<file path="src/rtl/irqc_pkg.sv">
package irqc_pkg;

    localparam int LINES = 8;
    localparam int LW    = $clog2(LINES);
    localparam int DW    = 8;
    localparam int BASE_LSB = LW;

    typedef enum logic [1:0] {
        SEQ_IDLE = 2'd0,
        SEQ_BASE = 2'd1,
        SEQ_CASC = 2'd2,
        SEQ_EXT  = 2'd3
    } seq_e;

    typedef enum logic [2:0] {
        OP_RAE_CLR  = 3'd0,
        OP_NS_EOI   = 3'd1,
        OP_NOP      = 3'd2,
        OP_SP_EOI   = 3'd3,
        OP_RAE_SET  = 3'd4,
        OP_NS_ROT   = 3'd5,
        OP_SET_PRIO = 3'd6,
        OP_SP_ROT   = 3'd7
    } op_e;

    typedef struct packed {
        logic          valid;
        logic [LW-1:0] line;
    } pick_t;

    // First set bit, scanning upward from line rot with wrap-around.
    function automatic pick_t pick_top(input logic [LINES-1:0] bits,
                                       input logic [LW-1:0]    rot);
        pick_t r;
        logic [LW-1:0] idx;
        r = '0;
        for (int i = 0; i < LINES; i++) begin
            idx = rot + LW'(i);
            if (!r.valid && bits[idx]) begin
                r.valid = 1'b1;
                r.line  = idx;
            end
        end
        return r;
    endfunction

endpackage

</file>
<file path="src/rtl/irqc_init_seq.sv">
module irqc_init_seq
    import irqc_pkg::*;
(
    input  logic          clk,
    input  logic          rst,
    input  logic          start_cmd,
    input  logic          odd_wr,
    input  logic [DW-1:0] wdata,
    output logic          busy,
    output logic [DW-1:0] mask_q,
    output logic [DW-1:0] base_q,
    output logic          sfnm_q,
    output logic          aeoi_q
);
    seq_e                   state_q;
    logic                   want_ext_q;
    logic                   single_q;
    logic [DW-BASE_LSB-1:0] base_hi_q;

    always_ff @(posedge clk) begin
        if (rst) begin
            state_q    <= SEQ_IDLE;
            mask_q     <= '0;
            base_hi_q  <= '0;
            sfnm_q     <= 1'b0;
            aeoi_q     <= 1'b0;
            want_ext_q <= 1'b0;
            single_q   <= 1'b0;
        end else if (start_cmd) begin
            mask_q     <= '0;
            want_ext_q <= wdata[0];
            single_q   <= wdata[1];
            if (!wdata[0]) begin
                sfnm_q <= 1'b0;
                aeoi_q <= 1'b0;
            end
            state_q <= SEQ_BASE;
        end else if (odd_wr) begin
            case (state_q)
                SEQ_IDLE: mask_q <= wdata;
                SEQ_BASE: begin
                    base_hi_q <= wdata[DW-1:BASE_LSB];
                    if (single_q) state_q <= want_ext_q ? SEQ_EXT : SEQ_IDLE;
                    else          state_q <= SEQ_CASC;
                end
                SEQ_CASC: state_q <= want_ext_q ? SEQ_EXT : SEQ_IDLE;
                SEQ_EXT: begin
                    sfnm_q  <= wdata[4];
                    aeoi_q  <= wdata[1];
                    state_q <= SEQ_IDLE;
                end
                default: state_q <= SEQ_IDLE;
            endcase
        end
    end

    assign busy   = (state_q != SEQ_IDLE);
    assign base_q = {base_hi_q, {BASE_LSB{1'b0}}};

    // a normal-operation odd write lands in the mask
    p_mask_load_r5: assert property (@(posedge clk) disable iff (rst)
        (odd_wr && !busy && !start_cmd) |=> (mask_q == $past(wdata)));

    // start command opens the sequence with an empty mask
    p_start_opens_r2: assert property (@(posedge clk) disable iff (rst)
        start_cmd |=> (busy && mask_q == '0));

endmodule

</file>
<file path="src/rtl/irqc_isr_ctl.sv">
module irqc_isr_ctl
    import irqc_pkg::*;
(
    input  logic             clk,
    input  logic             rst,
    input  logic             start_cmd,
    input  logic             end_cmd,
    input  logic [2:0]       op,
    input  logic [LW-1:0]    arg,
    input  logic             smm,
    input  logic [LINES-1:0] mask,
    input  logic             aeoi,
    input  logic             ack_take,
    input  logic [LW-1:0]    ack_line,
    output logic [LINES-1:0] isr_q,
    output logic [LW-1:0]    rot_q
);
    logic             rae_q;
    logic [LINES-1:0] isr_n;
    logic [LW-1:0]    rot_n;
    logic             rae_n;
    pick_t            victim;
    op_e              opc;

    assign opc    = op_e'(op);
    assign victim = pick_top(smm ? (isr_q & ~mask) : isr_q, rot_q);

    always_comb begin
        isr_n = isr_q;
        rot_n = rot_q;
        rae_n = rae_q;
        if (start_cmd) begin
            isr_n = '0;
            rot_n = '0;
            rae_n = 1'b0;
        end else if (end_cmd) begin
            case (opc)
                OP_RAE_CLR, OP_RAE_SET: rae_n = op[2];
                OP_NS_EOI, OP_NS_ROT: begin
                    if (victim.valid) begin
                        isr_n[victim.line] = 1'b0;
                        if (opc == OP_NS_ROT) rot_n = victim.line + LW'(1);
                    end
                end
                OP_SP_EOI, OP_SP_ROT: begin
                    isr_n[arg] = 1'b0;
                    if (opc == OP_SP_ROT) rot_n = arg + LW'(1);
                end
                OP_SET_PRIO: rot_n = arg + LW'(1);
                default: ;
            endcase
        end else if (ack_take) begin
            if (!aeoi)      isr_n[ack_line] = 1'b1;
            else if (rae_q) rot_n = ack_line + LW'(1);
        end
    end

    always_ff @(posedge clk) begin
        if (rst) begin
            isr_q <= '0;
            rot_q <= '0;
            rae_q <= 1'b0;
        end else begin
            isr_q <= isr_n;
            rot_q <= rot_n;
            rae_q <= rae_n;
        end
    end

    // a non-specific end command removes exactly one bit when any exists
    p_ns_one_bit_r8: assert property (@(posedge clk) disable iff (rst)
        (end_cmd && !start_cmd && (op == 3'd1 || op == 3'd5) && victim.valid)
        |=> ($countones($past(isr_q) ^ isr_q) == 1));

    // with nothing in service, a non-specific end command leaves state alone
    p_ns_empty_r8: assert property (@(posedge clk) disable iff (rst)
        (end_cmd && !start_cmd && (op == 3'd1 || op == 3'd5) && isr_q == '0)
        |=> (isr_q == '0 && $stable(rot_q)));

    // an acknowledge without auto-EOI marks the line in service
    p_ack_marks_r10: assert property (@(posedge clk) disable iff (rst)
        (ack_take && !aeoi && !start_cmd && !end_cmd)
        |=> isr_q[$past(ack_line)]);

endmodule

</file>
<file path="src/rtl/irqc_cmd_port.sv">
module irqc_cmd_port
    import irqc_pkg::*;
(
    input  logic          clk,
    input  logic          rst,
    input  logic          bus_addr,
    input  logic          bus_wr,
    input  logic          bus_rd,
    input  logic [7:0]    bus_wdata,
    output logic [7:0]    bus_rdata,
    input  logic [7:0]    req_vec,
    input  logic          best_valid,
    input  logic [2:0]    best_line,
    input  logic          cpu_ack,
    output logic          ack_fire,
    output logic [2:0]    ack_line,
    output logic          req_flush,
    output logic [7:0]    mask_q,
    output logic [7:0]    isr_q,
    output logic [2:0]    rot_q,
    output logic [7:0]    base_q,
    output logic          auto_eoi_q,
    output logic          sfnm_q,
    output logic          smm_q,
    output logic          init_busy
);
    logic wr_even, odd_wr, start_cmd, opt_cmd, end_cmd;
    logic rsel_q, poll_q, ack_take;

    assign wr_even   = bus_wr & ~bus_addr;
    assign odd_wr    = bus_wr & bus_addr;
    assign start_cmd = wr_even & bus_wdata[4];
    assign opt_cmd   = wr_even & ~bus_wdata[4] & bus_wdata[3];
    assign end_cmd   = wr_even & ~bus_wdata[4] & ~bus_wdata[3];
    assign ack_take  = (cpu_ack | (bus_rd & poll_q)) & best_valid & ~bus_wr;

    irqc_init_seq u_seq (
        .clk       (clk),
        .rst       (rst),
        .start_cmd (start_cmd),
        .odd_wr    (odd_wr),
        .wdata     (bus_wdata),
        .busy      (init_busy),
        .mask_q    (mask_q),
        .base_q    (base_q),
        .sfnm_q    (sfnm_q),
        .aeoi_q    (auto_eoi_q)
    );

    irqc_isr_ctl u_isr (
        .clk       (clk),
        .rst       (rst),
        .start_cmd (start_cmd),
        .end_cmd   (end_cmd),
        .op        (bus_wdata[7:5]),
        .arg       (bus_wdata[2:0]),
        .smm       (smm_q),
        .mask      (mask_q),
        .aeoi      (auto_eoi_q),
        .ack_take  (ack_take),
        .ack_line  (best_line),
        .isr_q     (isr_q),
        .rot_q     (rot_q)
    );

    always_ff @(posedge clk) begin
        if (rst || start_cmd) begin
            smm_q  <= 1'b0;
            rsel_q <= 1'b0;
            poll_q <= 1'b0;
        end else if (opt_cmd) begin
            if (bus_wdata[2]) poll_q <= 1'b1;
            if (bus_wdata[1]) rsel_q <= bus_wdata[0];
            if (bus_wdata[6]) smm_q  <= bus_wdata[5];
        end else if (bus_rd && poll_q) begin
            poll_q <= 1'b0;
        end
    end

    always_comb begin
        if (poll_q)        bus_rdata = {best_valid, 4'b0000, best_line};
        else if (bus_addr) bus_rdata = mask_q;
        else if (rsel_q)   bus_rdata = isr_q;
        else               bus_rdata = req_vec;
    end

    assign ack_fire  = ack_take;
    assign ack_line  = best_line;
    assign req_flush = start_cmd;

    // a read while poll is armed disarms it
    p_poll_disarm_r10: assert property (@(posedge clk) disable iff (rst)
        (bus_rd && poll_q && !bus_wr) |=> !poll_q);

    // after the start command nothing is in service and rotation is home
    p_start_clears_r2: assert property (@(posedge clk) disable iff (rst)
        req_flush |=> (isr_q == '0 && rot_q == '0 && !smm_q));

endmodule

</file>
<file path="config.mk">
export PLATFORM = sky130hd
export DESIGN_NAME = irqc_cmd_port
export DESIGN_NICKNAME = d
export VERILOG_FILES = /design/src/rtl/irqc_pkg.sv /design/src/rtl/irqc_init_seq.sv /design/src/rtl/irqc_isr_ctl.sv /design/src/rtl/irqc_cmd_port.sv
export SDC_FILE = /design/constraint.sdc
export NUM_CORES = 1
export LEC_CHECK = 0
export CAP_MARGIN = 0
export CORE_MARGIN = 2
export CORE_UTILIZATION = 28
export DETAILED_ROUTE_END_ITERATION = 10
export PLACE_DENSITY_LB_ADDON = 0.05
export SLEW_MARGIN = 0
export SYNTH_ARGS = -nofsm -noshare
export SYNTH_HDL_FRONTEND = slang
export SYNTH_SLANG_ARGS = --single-unit
</file>
<file path="constraint.sdc">
create_clock -name clk -period 4.53 [get_ports clk]
set_clock_uncertainty 0.05 [all_clocks]
set_input_delay 1.359 -clock clk [delete_from_list [all_inputs] [get_ports clk]]
set_output_delay 1.359 -clock clk [all_outputs]
set_load 0.005 [all_outputs]
</file>
==> flow_metrics.env, run 1 <==
export IMPL_status="complete, no violations"
export IMPL_synth_area_leader_cell="dfxtp_1"
export IMPL_critPathTopFamily="buffers and inverters"
export IMPL_cts_setup_buffers=0
export IMPL_synth_ff_type="dfxtp_1"
export IMPL_globalRouteMet1Util_pct=24.0
export IMPL_gr_usage_met3_pct=2.84
export IMPL_final_min_clock_period_ns=4.44
export IMPL_synth_edff_count=0
export IMPL_critPathArrivalTime_ns=3.03
export IMPL_path_buf_inv=3
export IMPL_path_clk_slew_ns=0.05
export IMPL_place_gp_congestion=0.810
export IMPL_endpoint_kind="primary output"
export IMPL_io_buffer_count=66
export IMPL_numCtsBuffers=5
export IMPL_internal_power_w=0.000583
export IMPL_yosys_top_cells_area="dfxtp_1 (21%), mux2i_1 (8.4%), a21oi_1 (6.7%)"
export IMPL_area_delta_synth_final_pct=28.3
export IMPL_hp_class="reg -> reg"
export IMPL_syn_area_sq_um=3210
export IMPL_path_class="in -> out"
export IMPL_syn_area_per_cell_sq_um=8.20
export IMPL_ys_seq_area_share_pct=21.2
export IMPL_p_leak_nw=1.40
export IMPL_die_h_microns=111
export IMPL_ctsRootBufferMaster="clkbuf_16"
export IMPL_hpwl_mm=8.98
export IMPL_cts_hold_buf=0
export IMPL_fill_cells=1233
export IMPL_clk_latency_ns=0.28
export IMPL_h_tree_depth=2
export IMPL_drive_above_1_share_pct=13.8
export IMPL_rsz0062_at_grt="no"
export IMPL_cp_required_ns=3.12
export IMPL_grt_overflow_total=0
export IMPL_p_sw_w=0.000220
export IMPL_tns_ns=0
export IMPL_grt_pass1_wl_mm=17.5
export IMPL_nets=485
export IMPL_slew_headroom_pct=41.8
export IMPL_grt_start_max_net_pins=24
export IMPL_n_antenna_cell=0
export IMPL_clock_power_share_pct=40.9
export IMPL_cts_tree="built"
export IMPL_core_sq_um=11300
export IMPL_p_comb_share_pct=19.9
export IMPL_start_util_pct=28.3
export IMPL_viasPerCell=5.35
export IMPL_dieArea_sq_um=12300
export IMPL_grt_pass1_vias=3130
export IMPL_cp_start_kind="input pin"
export IMPL_powerDensity_nw_per_um2=195
export IMPL_maxCapViolations=0
export IMPL_initialDrtViolationCount=205
export IMPL_max_stage_delay_ns=0.63
export IMPL_synth_top_cell_area_share_pct=21.2
export IMPL_top_usage_layer="met2"
export IMPL_grtUsageTotal_pct=18.4
export IMPL_die_x_microns=111
export IMPL_num_rows=39
export IMPL_clockBufferDepth=2
export IMPL_wirelength_mm=11.4
export IMPL_final_cells=599
export IMPL_cts_resized=0
export IMPL_setup_viol=0
export IMPL_hold_viol=0
export IMPL_period_share_pct=97.9
export IMPL_synthCells=391
export IMPL_ioPinCount=70
export IMPL_crit_fanout=11
export IMPL_yosysWarnings=0
export IMPL_sw_frac_of_total_pct=27.4
export IMPL_wl_per_cell_microns=19.1
export IMPL_crit_slowest_cell="clkdlybuf4s50_1"
export IMPL_ys_types=67
export IMPL_pwr_share_seq_pct=39.2
export IMPL_async_flop_share_pct=0
export IMPL_timing_fmax_ghz=0.225
export IMPL_synthTopCellsByCount="nand2_1 (49), nor2_1 (45), a21oi_1 (43), dfxtp_1 (34), mux2i_1 (27)"
export IMPL_synth_most_common_cell="nand2_1"
export IMPL_grt_antenna_before_repair=0
export IMPL_worst_slew_pin_slew_ns=0.864
export IMPL_path_cells="clkdlybuf4s50_1 > buf_4 > nor2_1 > a21oi_1 > nor2_1 > clkdlybuf4s50_1"
export IMPL_synth_seq_cells=34
export IMPL_cts_sinks=34
export IMPL_drtPass1Iterations=5
export IMPL_drc_errors=0
export IMPL_dr_total_vias=3207
export IMPL_ant_nets=0
export IMPL_final_max_slew_viol_count=0
export IMPL_use_met2_pct=30.8
export IMPL_placed_cells=592
export IMPL_peakVddDrop_mv=0.126
[tightest hold or removal path: stages (launching register included)]
cell and delay, ns:
dfxtp_1 0.32, nand2_1 0.06, a21oi_1 0.05
[layout by cell type (no fill, tap or decap), drive strengths merged, types with 3 or more instances in the layout]
cell / count
inv: 7
o22ai: 5
clkdlybuf4s50: 66
o21a: 4
dfxtp: 34
mux4: 10
o21ai: 21
nand2b: 4
buf: 19
mux2i: 27
nand3: 8
a21oi: 43
nand4: 3
ha: 3
conb: 3
a2111oi: 5
nor3: 10
a211oi: 11
a21o: 5
or3: 7
o211ai: 8
a31oi: 9
nand2: 49
mux2: 9
clkbuf: 6
nor2: 45
[path summary, 6_finish.rpt]
path	from	to	slack, ns	cells past startpoint
max	bus_addr	bus_rdata[6]	0.09	6
min reg2reg	u_seq.single_q$_SDFFE_PP0P_	u_seq.single_q$_SDFFE_PP0P_	0.44	2
min	u_seq.single_q$_SDFFE_PP0P_	u_seq.single_q$_SDFFE_PP0P_	0.44	2
max reg2reg	u_isr.rot_q[1]$_SDFFE_PP0P_	u_isr.rot_q[2]$_SDFFE_PP0P_	0.62	12
[metrics by stage]
step	utilization [%]	hold slack, ns	instance area, sq um	power [W]	setup slack [ns]
global route	36.4	0.461	4120	0.000840	0.00628
global placement	35.1	0.420	3980	0.000482	0.132
finish	36.4	0.435	4120	0.000803	0.0949
CTS	36.4	0.434	4120	0.000816	0.115
floorplan	-	0.400	3210	0.000402	0.914
detailed placement	35.1	0.426	3980	0.000481	0.117
[power by group through the flow]
stage / Clock, W / Sequential [W] / Combinational (W)
4_1_cts: 0.000341 / 0.000315 / 0.000161
6_report: 0.000329 / 0.000315 / 0.000160
3_5_place_dp: 0 / 0.000321 / 0.000160
5_1_grt: 0.000350 / 0.000316 / 0.000175
2_1_floorplan: 0 / 0.000317 / 0.0000850
3_3_place_gp: 0 / 0.000321 / 0.000161
[registers in the layout, indices dropped and copies added (netlist names)]
register / count
u_seq.want_ext_q: 1
u_isr.rae_q: 1
u_seq.aeoi_q: 1
smm_q: 1
u_isr.isr_q: 8
u_isr.rot_q: 3
u_seq.sfnm_q: 1
u_seq.base_hi_q: 5
u_seq.state_q: 2
rsel_q: 1
u_seq.mask_q: 8
poll_q: 1
u_seq.single_q: 1
[layer usage]
metal / part of all wire (%) / up-vias
li1: - / 1586
met1: 45 / 1513
met2: 48 / 96
met3: 5.3 / 12
met4: 2.0 / 0
met5: 0 / -
[kinds of logic (layout without fill, tap and decap cells)]
group / Yosys count / count (layout) / share of synthesized area [%]
adders and majority gates: 3 / 3 / 1.17
other: 1 / 3 / 0.117
xor gates and xnor gates: 3 / 3 / 0.820
DFF: 34 / 34 / 21.2
and+or+nand+nor: 144 / 144 / 21.9
AOI/OAI and AO/OA: 123 / 123 / 27.5
muxes: 46 / 46 / 19.5
buffers and inverters: 37 / 100 / 7.73
[final cells by class]
cell class / instances / area, sq um / share of cell area (%)
tap: 143 / 179 / 4.35
inverter: 8 / 30.0 / 0.730
multi-input combinational: 322 / 2290 / 55.5
timing repair buffer: 85 / 803 / 19.5
clock inverter: 1 / 7.51 / 0.182
clock buffer: 6 / 129 / 3.13
sequential: 34 / 681 / 16.5
Note: power is estimated with default switching activity, not from simulation.
==> run 2, diff against run 1 <==
Settings changed: CORE_MARGIN 2 to 3, SKIP_LAST_GASP from default to 1.
==> run 2 against run 1 <==
First-iteration DRC count is 22% lower. Cell count is 0.33% lower. Combinational power hardly changed.
==> flow_metrics.env, run 2 (synthesis results as in run 1) <==
export IMPL_cts_setup_buffers=0
export IMPL_worst_slew_pin_slew_ns=0.780
export IMPL_path_class="in -> out"
export IMPL_hpwl_mm=8.85
export IMPL_maxCapViolations=0
export IMPL_cts_resized=0
export IMPL_grt_pass1_wl_mm=17.7
export IMPL_dieArea_sq_um=12800
export IMPL_cts_hold_buf=0
export IMPL_path_clk_slew_ns=0.06
export IMPL_p_sw_w=0.000222
export IMPL_cts_tree="built"
export IMPL_fill_cells=1169
export IMPL_start_util_pct=29.1
export IMPL_clock_power_share_pct=42.4
export IMPL_ctsRootBufferMaster="clkbuf_16"
export IMPL_initialDrtViolationCount=159
export IMPL_ant_nets=0
export IMPL_nets=485
export IMPL_powerDensity_nw_per_um2=199
export IMPL_status="complete, no violations"
export IMPL_rsz0062_at_grt="no"
export IMPL_timing_fmax_ghz=0.231
export IMPL_slew_headroom_pct=47.6
export IMPL_io_buffer_count=66
export IMPL_hp_class="reg -> reg"
export IMPL_grt_overflow_total=0
export IMPL_crit_fanout=18
export IMPL_grtUsageTotal_pct=17.5
export IMPL_post_route_util_pct=37.4
export IMPL_numCtsBuffers=5
export IMPL_grt_antenna_before_repair=0
export IMPL_pwr_share_seq_pct=38.4
export IMPL_final_max_slew_viol_count=0
export IMPL_num_rows=38
export IMPL_p_leak_nw=1.41
export IMPL_tns_ns=0
export IMPL_cp_required_ns=3.12
export IMPL_setup_viol=0
export IMPL_peakVddDrop_mv=0.158
export IMPL_period_share_pct=95.4
export IMPL_sw_frac_of_total_pct=27.0
export IMPL_core_sq_um=11000
export IMPL_wl_per_cell_microns=18.7
export IMPL_ioPinCount=70
export IMPL_drtPass1Iterations=4
export IMPL_n_antenna_cell=0
export IMPL_p_comb_share_pct=19.3
export IMPL_internal_power_w=0.000600
export IMPL_clockBufferDepth=2
export IMPL_hold_viol=0
export IMPL_cts_sinks=34
export IMPL_final_cell_mix="clkdlybuf4s50_1 (66), nand2_1 (49), nor2_1 (45), a21oi_1 (43), dfxtp_1 (34)"
export IMPL_place_gp_congestion=0.800
export IMPL_critPathArrivalTime_ns=2.91
export IMPL_dr_total_vias=3173
export IMPL_cp_start_kind="input pin"
export IMPL_viasPerCell=5.31
export IMPL_h_tree_depth=2
export IMPL_grt_pass1_vias=3102
export IMPL_drc_errors=0
export IMPL_grt_start_max_net_pins=24
export IMPL_top_regs="u_isr.isr_q (8), u_seq.mask_q (8), u_seq.base_hi_q (5)"
export IMPL_final_min_clock_period_ns=4.32
export IMPL_clk_latency_ns=0.28
export IMPL_final_common_cell="clkdlybuf4s50_1"
export IMPL_die_h_microns=113
export IMPL_die_x_microns=113
export IMPL_endpoint_kind="primary output"
export IMPL_area_delta_synth_final_pct=28.7
export IMPL_drive_above_1_share_pct=14.2
export IMPL_wirelength_mm=11.1
-- run 2: cell count changes in the layout (fill, tap and decap cells not counted) --
cell / delta
clkbuf_8: +1
clkbuf_1: -1
clkinv_2: +1
-- run 2: power by group through the flow --
stage | Combinational [W] | Sequential, W | Clock, W
floorplan | 0.0000850 | 0.000317 | 0
global placement | 0.000160 | 0.000322 | 0
detailed placement | 0.000159 | 0.000322 | 0
CTS | 0.000160 | 0.000315 | 0.000353
global route | 0.000174 | 0.000316 | 0.000367
finish | 0.000158 | 0.000315 | 0.000348
-- run 2: per-layer routing --
metal / GRT usage [%] / wire [microns]
met3: 2.25 / 380
met5: 0 / 0
met4: 3.69 / 98
met2: 30.6 / 5570
met1: 23.2 / 5090
-- run 2: worst paths after layout --
| kind | startpoint | end | slack, ns | cells past startpoint |
|---|---|---|---|---|
| hold reg to reg | u_seq.want_ext_q$_SDFFE_PP0P_ | u_seq.want_ext_q$_SDFFE_PP0P_ | 0.43 | 2 |
| setup reg to reg | u_isr.rot_q[1]$_SDFFE_PP0P_ | u_isr.rot_q[2]$_SDFFE_PP0P_ | 0.63 | 13 |
| hold / removal | u_seq.want_ext_q$_SDFFE_PP0P_ | u_seq.want_ext_q$_SDFFE_PP0P_ | 0.43 | 2 |
| setup / recovery | bus_addr | bus_rdata[2] | 0.21 | 5 |
-- run 2: area by class of cell --
type                            instances  area [sq um]  area share, %
Clock buffer                            6           139           3.37
Clock inverter                          2          12.5          0.303
Inverter                                8          30.0          0.728
Multi-Input combinational cell        322          2290           55.4
Sequential cell                        34           681           16.5
Tap cell                              140           175           4.24
Timing Repair Buffer                   85           803           19.5
-- run 2: metrics by stage --
step | hold WS, ns | setup WS, ns | total power (W) | area (sq um) | instances
6_report | 0.429 | 0.208 | 0.000821 | 4130 | 597
5_1_grt | 0.471 | 0.108 | 0.000857 | 4130 | 597
4_1_cts | 0.432 | 0.229 | 0.000829 | 4130 | 597
3_5_place_dp | 0.424 | 0.247 | 0.000481 | 3980 | 589
3_3_place_gp | 0.421 | 0.212 | 0.000481 | 3980 | 589
2_1_floorplan | 0.400 | 0.914 | 0.000402 | 3210 | 393
-- run 2: critical path: stages --
cell	delay, ns
clkdlybuf4s50_1	0.45
buf_4	0.20
a21oi_1	0.09
o21ai_0	0.24
clkdlybuf4s50_1	0.56
==> run 3, diff against run 2 <==
Clock period 4.53 ns to 5.1 ns, I/O delays scaled along.
==> run 3 against run 2 <==
First-iteration DRC count fell by 11%. Sequential power fell by 11%. Flip-flop and latch count did not move. Cell count fell by 0.84%. Sequential share of layout area rose by 0.15 points. Setup slack improved by 0.11 ns. Cell area fell by 0.91%. Register-to-register slack improved by 0.41 ns.
==> flow_metrics.env, run 3 (synthesis results as in run 1) <==
export IMPL_cts_hold_buf=0
export IMPL_post_route_util_pct=37.1
export IMPL_grt_start_max_net_pins=24
export IMPL_dr_total_vias=3111
export IMPL_die_h_microns=113
export IMPL_hpwl_mm=8.71
export IMPL_nets=480
export IMPL_maxCapViolations=0
export IMPL_hp_class="reg -> reg"
export IMPL_status="complete, no violations"
export IMPL_drive_above_1_share_pct=13.3
export IMPL_critPathArrivalTime_ns=3.20
export IMPL_numCtsBuffers=5
export IMPL_path_class="in -> out"
export IMPL_drtPass1Iterations=4
export IMPL_grt_pass1_vias=2959
export IMPL_worst_slew_pin_slew_ns=0.762
export IMPL_timing_fmax_ghz=0.209
export IMPL_slew_headroom_pct=48.8
export IMPL_rsz0062_at_grt="no"
export IMPL_hold_ws_ns=0.438
export IMPL_grt_pass1_wl_mm=16.9
export IMPL_ctsRootBufferMaster="clkbuf_16"
export IMPL_clockBufferDepth=2
export IMPL_ioPinCount=70
export IMPL_final_max_slew_viol_count=0
export IMPL_crit_fanout=14
export IMPL_core_sq_um=11000
export IMPL_cts_setup_buffers=0
export IMPL_dieArea_sq_um=12800
export IMPL_peakVddDrop_mv=0.156
export IMPL_setup_viol=0
export IMPL_cp_required_ns=3.52
export IMPL_grt_antenna_before_repair=0
export IMPL_clk_latency_ns=0.27
export IMPL_p_leak_nw=1.38
export IMPL_wirelength_mm=10.9
export IMPL_p_total_w=0.000724
export IMPL_cts_resized=0
export IMPL_io_buffer_count=66
export IMPL_place_gp_congestion=0.836
export IMPL_path_clk_slew_ns=0.06
export IMPL_powerDensity_nw_per_um2=177
export IMPL_top_regs="u_isr.isr_q (8), u_seq.mask_q (8), u_seq.base_hi_q (5)"
export IMPL_h_tree_depth=2
export IMPL_n_antenna_cell=0
export IMPL_grt_overflow_total=0
export IMPL_final_min_clock_period_ns=4.78
export IMPL_area_delta_synth_final_pct=27.5
export IMPL_fill_cells=1170
export IMPL_period_share_pct=93.8
export IMPL_hold_viol=0
export IMPL_tns_ns=0
export IMPL_wl_per_cell_microns=18.4
export IMPL_final_common_cell="clkdlybuf4s50_1"
export IMPL_endpoint_kind="primary output"
export IMPL_num_rows=38
export IMPL_ant_nets=0
export IMPL_initialDrtViolationCount=142
export IMPL_cts_tree="built"
export IMPL_post_place_ws_ns=0.301
export IMPL_cts_sinks=34
export IMPL_cp_start_kind="input pin"
export IMPL_die_x_microns=113
export IMPL_drc_errors=0
export IMPL_start_util_pct=29.1
export IMPL_setup_ws_ns=0.316
export IMPL_viasPerCell=5.26
export IMPL_final_cell_mix="clkdlybuf4s50_1 (66), nand2_1 (49), nor2_1 (45), a21oi_1 (43), dfxtp_1 (34)"
export IMPL_grtUsageTotal_pct=16.8
## run 3: area by class of cell
cell class	instances	area, sq um	share of cell area, %
Multi-Input combinational cell	322	2290	55.9
Inverter	8	30.0	0.734
Clock inverter	2	12.5	0.306
Sequential cell	34	681	16.6
Clock buffer	6	139	3.40
Timing Repair Buffer	80	766	18.7
Tap cell	140	175	4.28
## run 3: metal layers
metal	share of wire, %	up-vias	track usage [%]
met3	2.8	4	1.71
met1	47	1475	22.5
met4	0.60	0	2.88
li1	-	1576	-
met2	50	56	29.7
met5	0	-	0
## run 3: critical path, cell delays in order
cell             delay (ns)
clkdlybuf4s50_1        0.63
buf_4                  0.27
nor2_1                 0.10
a21oi_1                0.05
nor2_1                 0.10
clkdlybuf4s50_1        0.52
## run 3: path summary, 6_finish.rpt
kind / startpoint / to / slack, ns / cells after the start
worst min-delay path: u_seq.aeoi_q$_SDFFE_PP0P_ / u_seq.aeoi_q$_SDFFE_PP0P_ / 0.44 / 2
worst max-delay path: bus_addr / bus_rdata[4] / 0.32 / 6
worst max register to register: u_isr.rot_q[0]$_SDFFE_PP0P_ / u_isr.rot_q[2]$_SDFFE_PP0P_ / 1.04 / 14
worst min register to register: u_seq.aeoi_q$_SDFFE_PP0P_ / u_seq.aeoi_q$_SDFFE_PP0P_ / 0.44 / 2
## run 3: metrics by stage
stage,cells,instance area (sq um)
final,592,4090
after global routing,592,4090
after CTS,592,4090
after detailed placement,584,3940
after global placement,584,3940
after floorplan,393,3210
## run 3: power by group
group / internal (W) / switching, W
registers: 0.000271 / 0.00000911
logic: 0.0000660 / 0.0000707
clock network: 0.000193 / 0.000114
total: 0.000530 / 0.000194
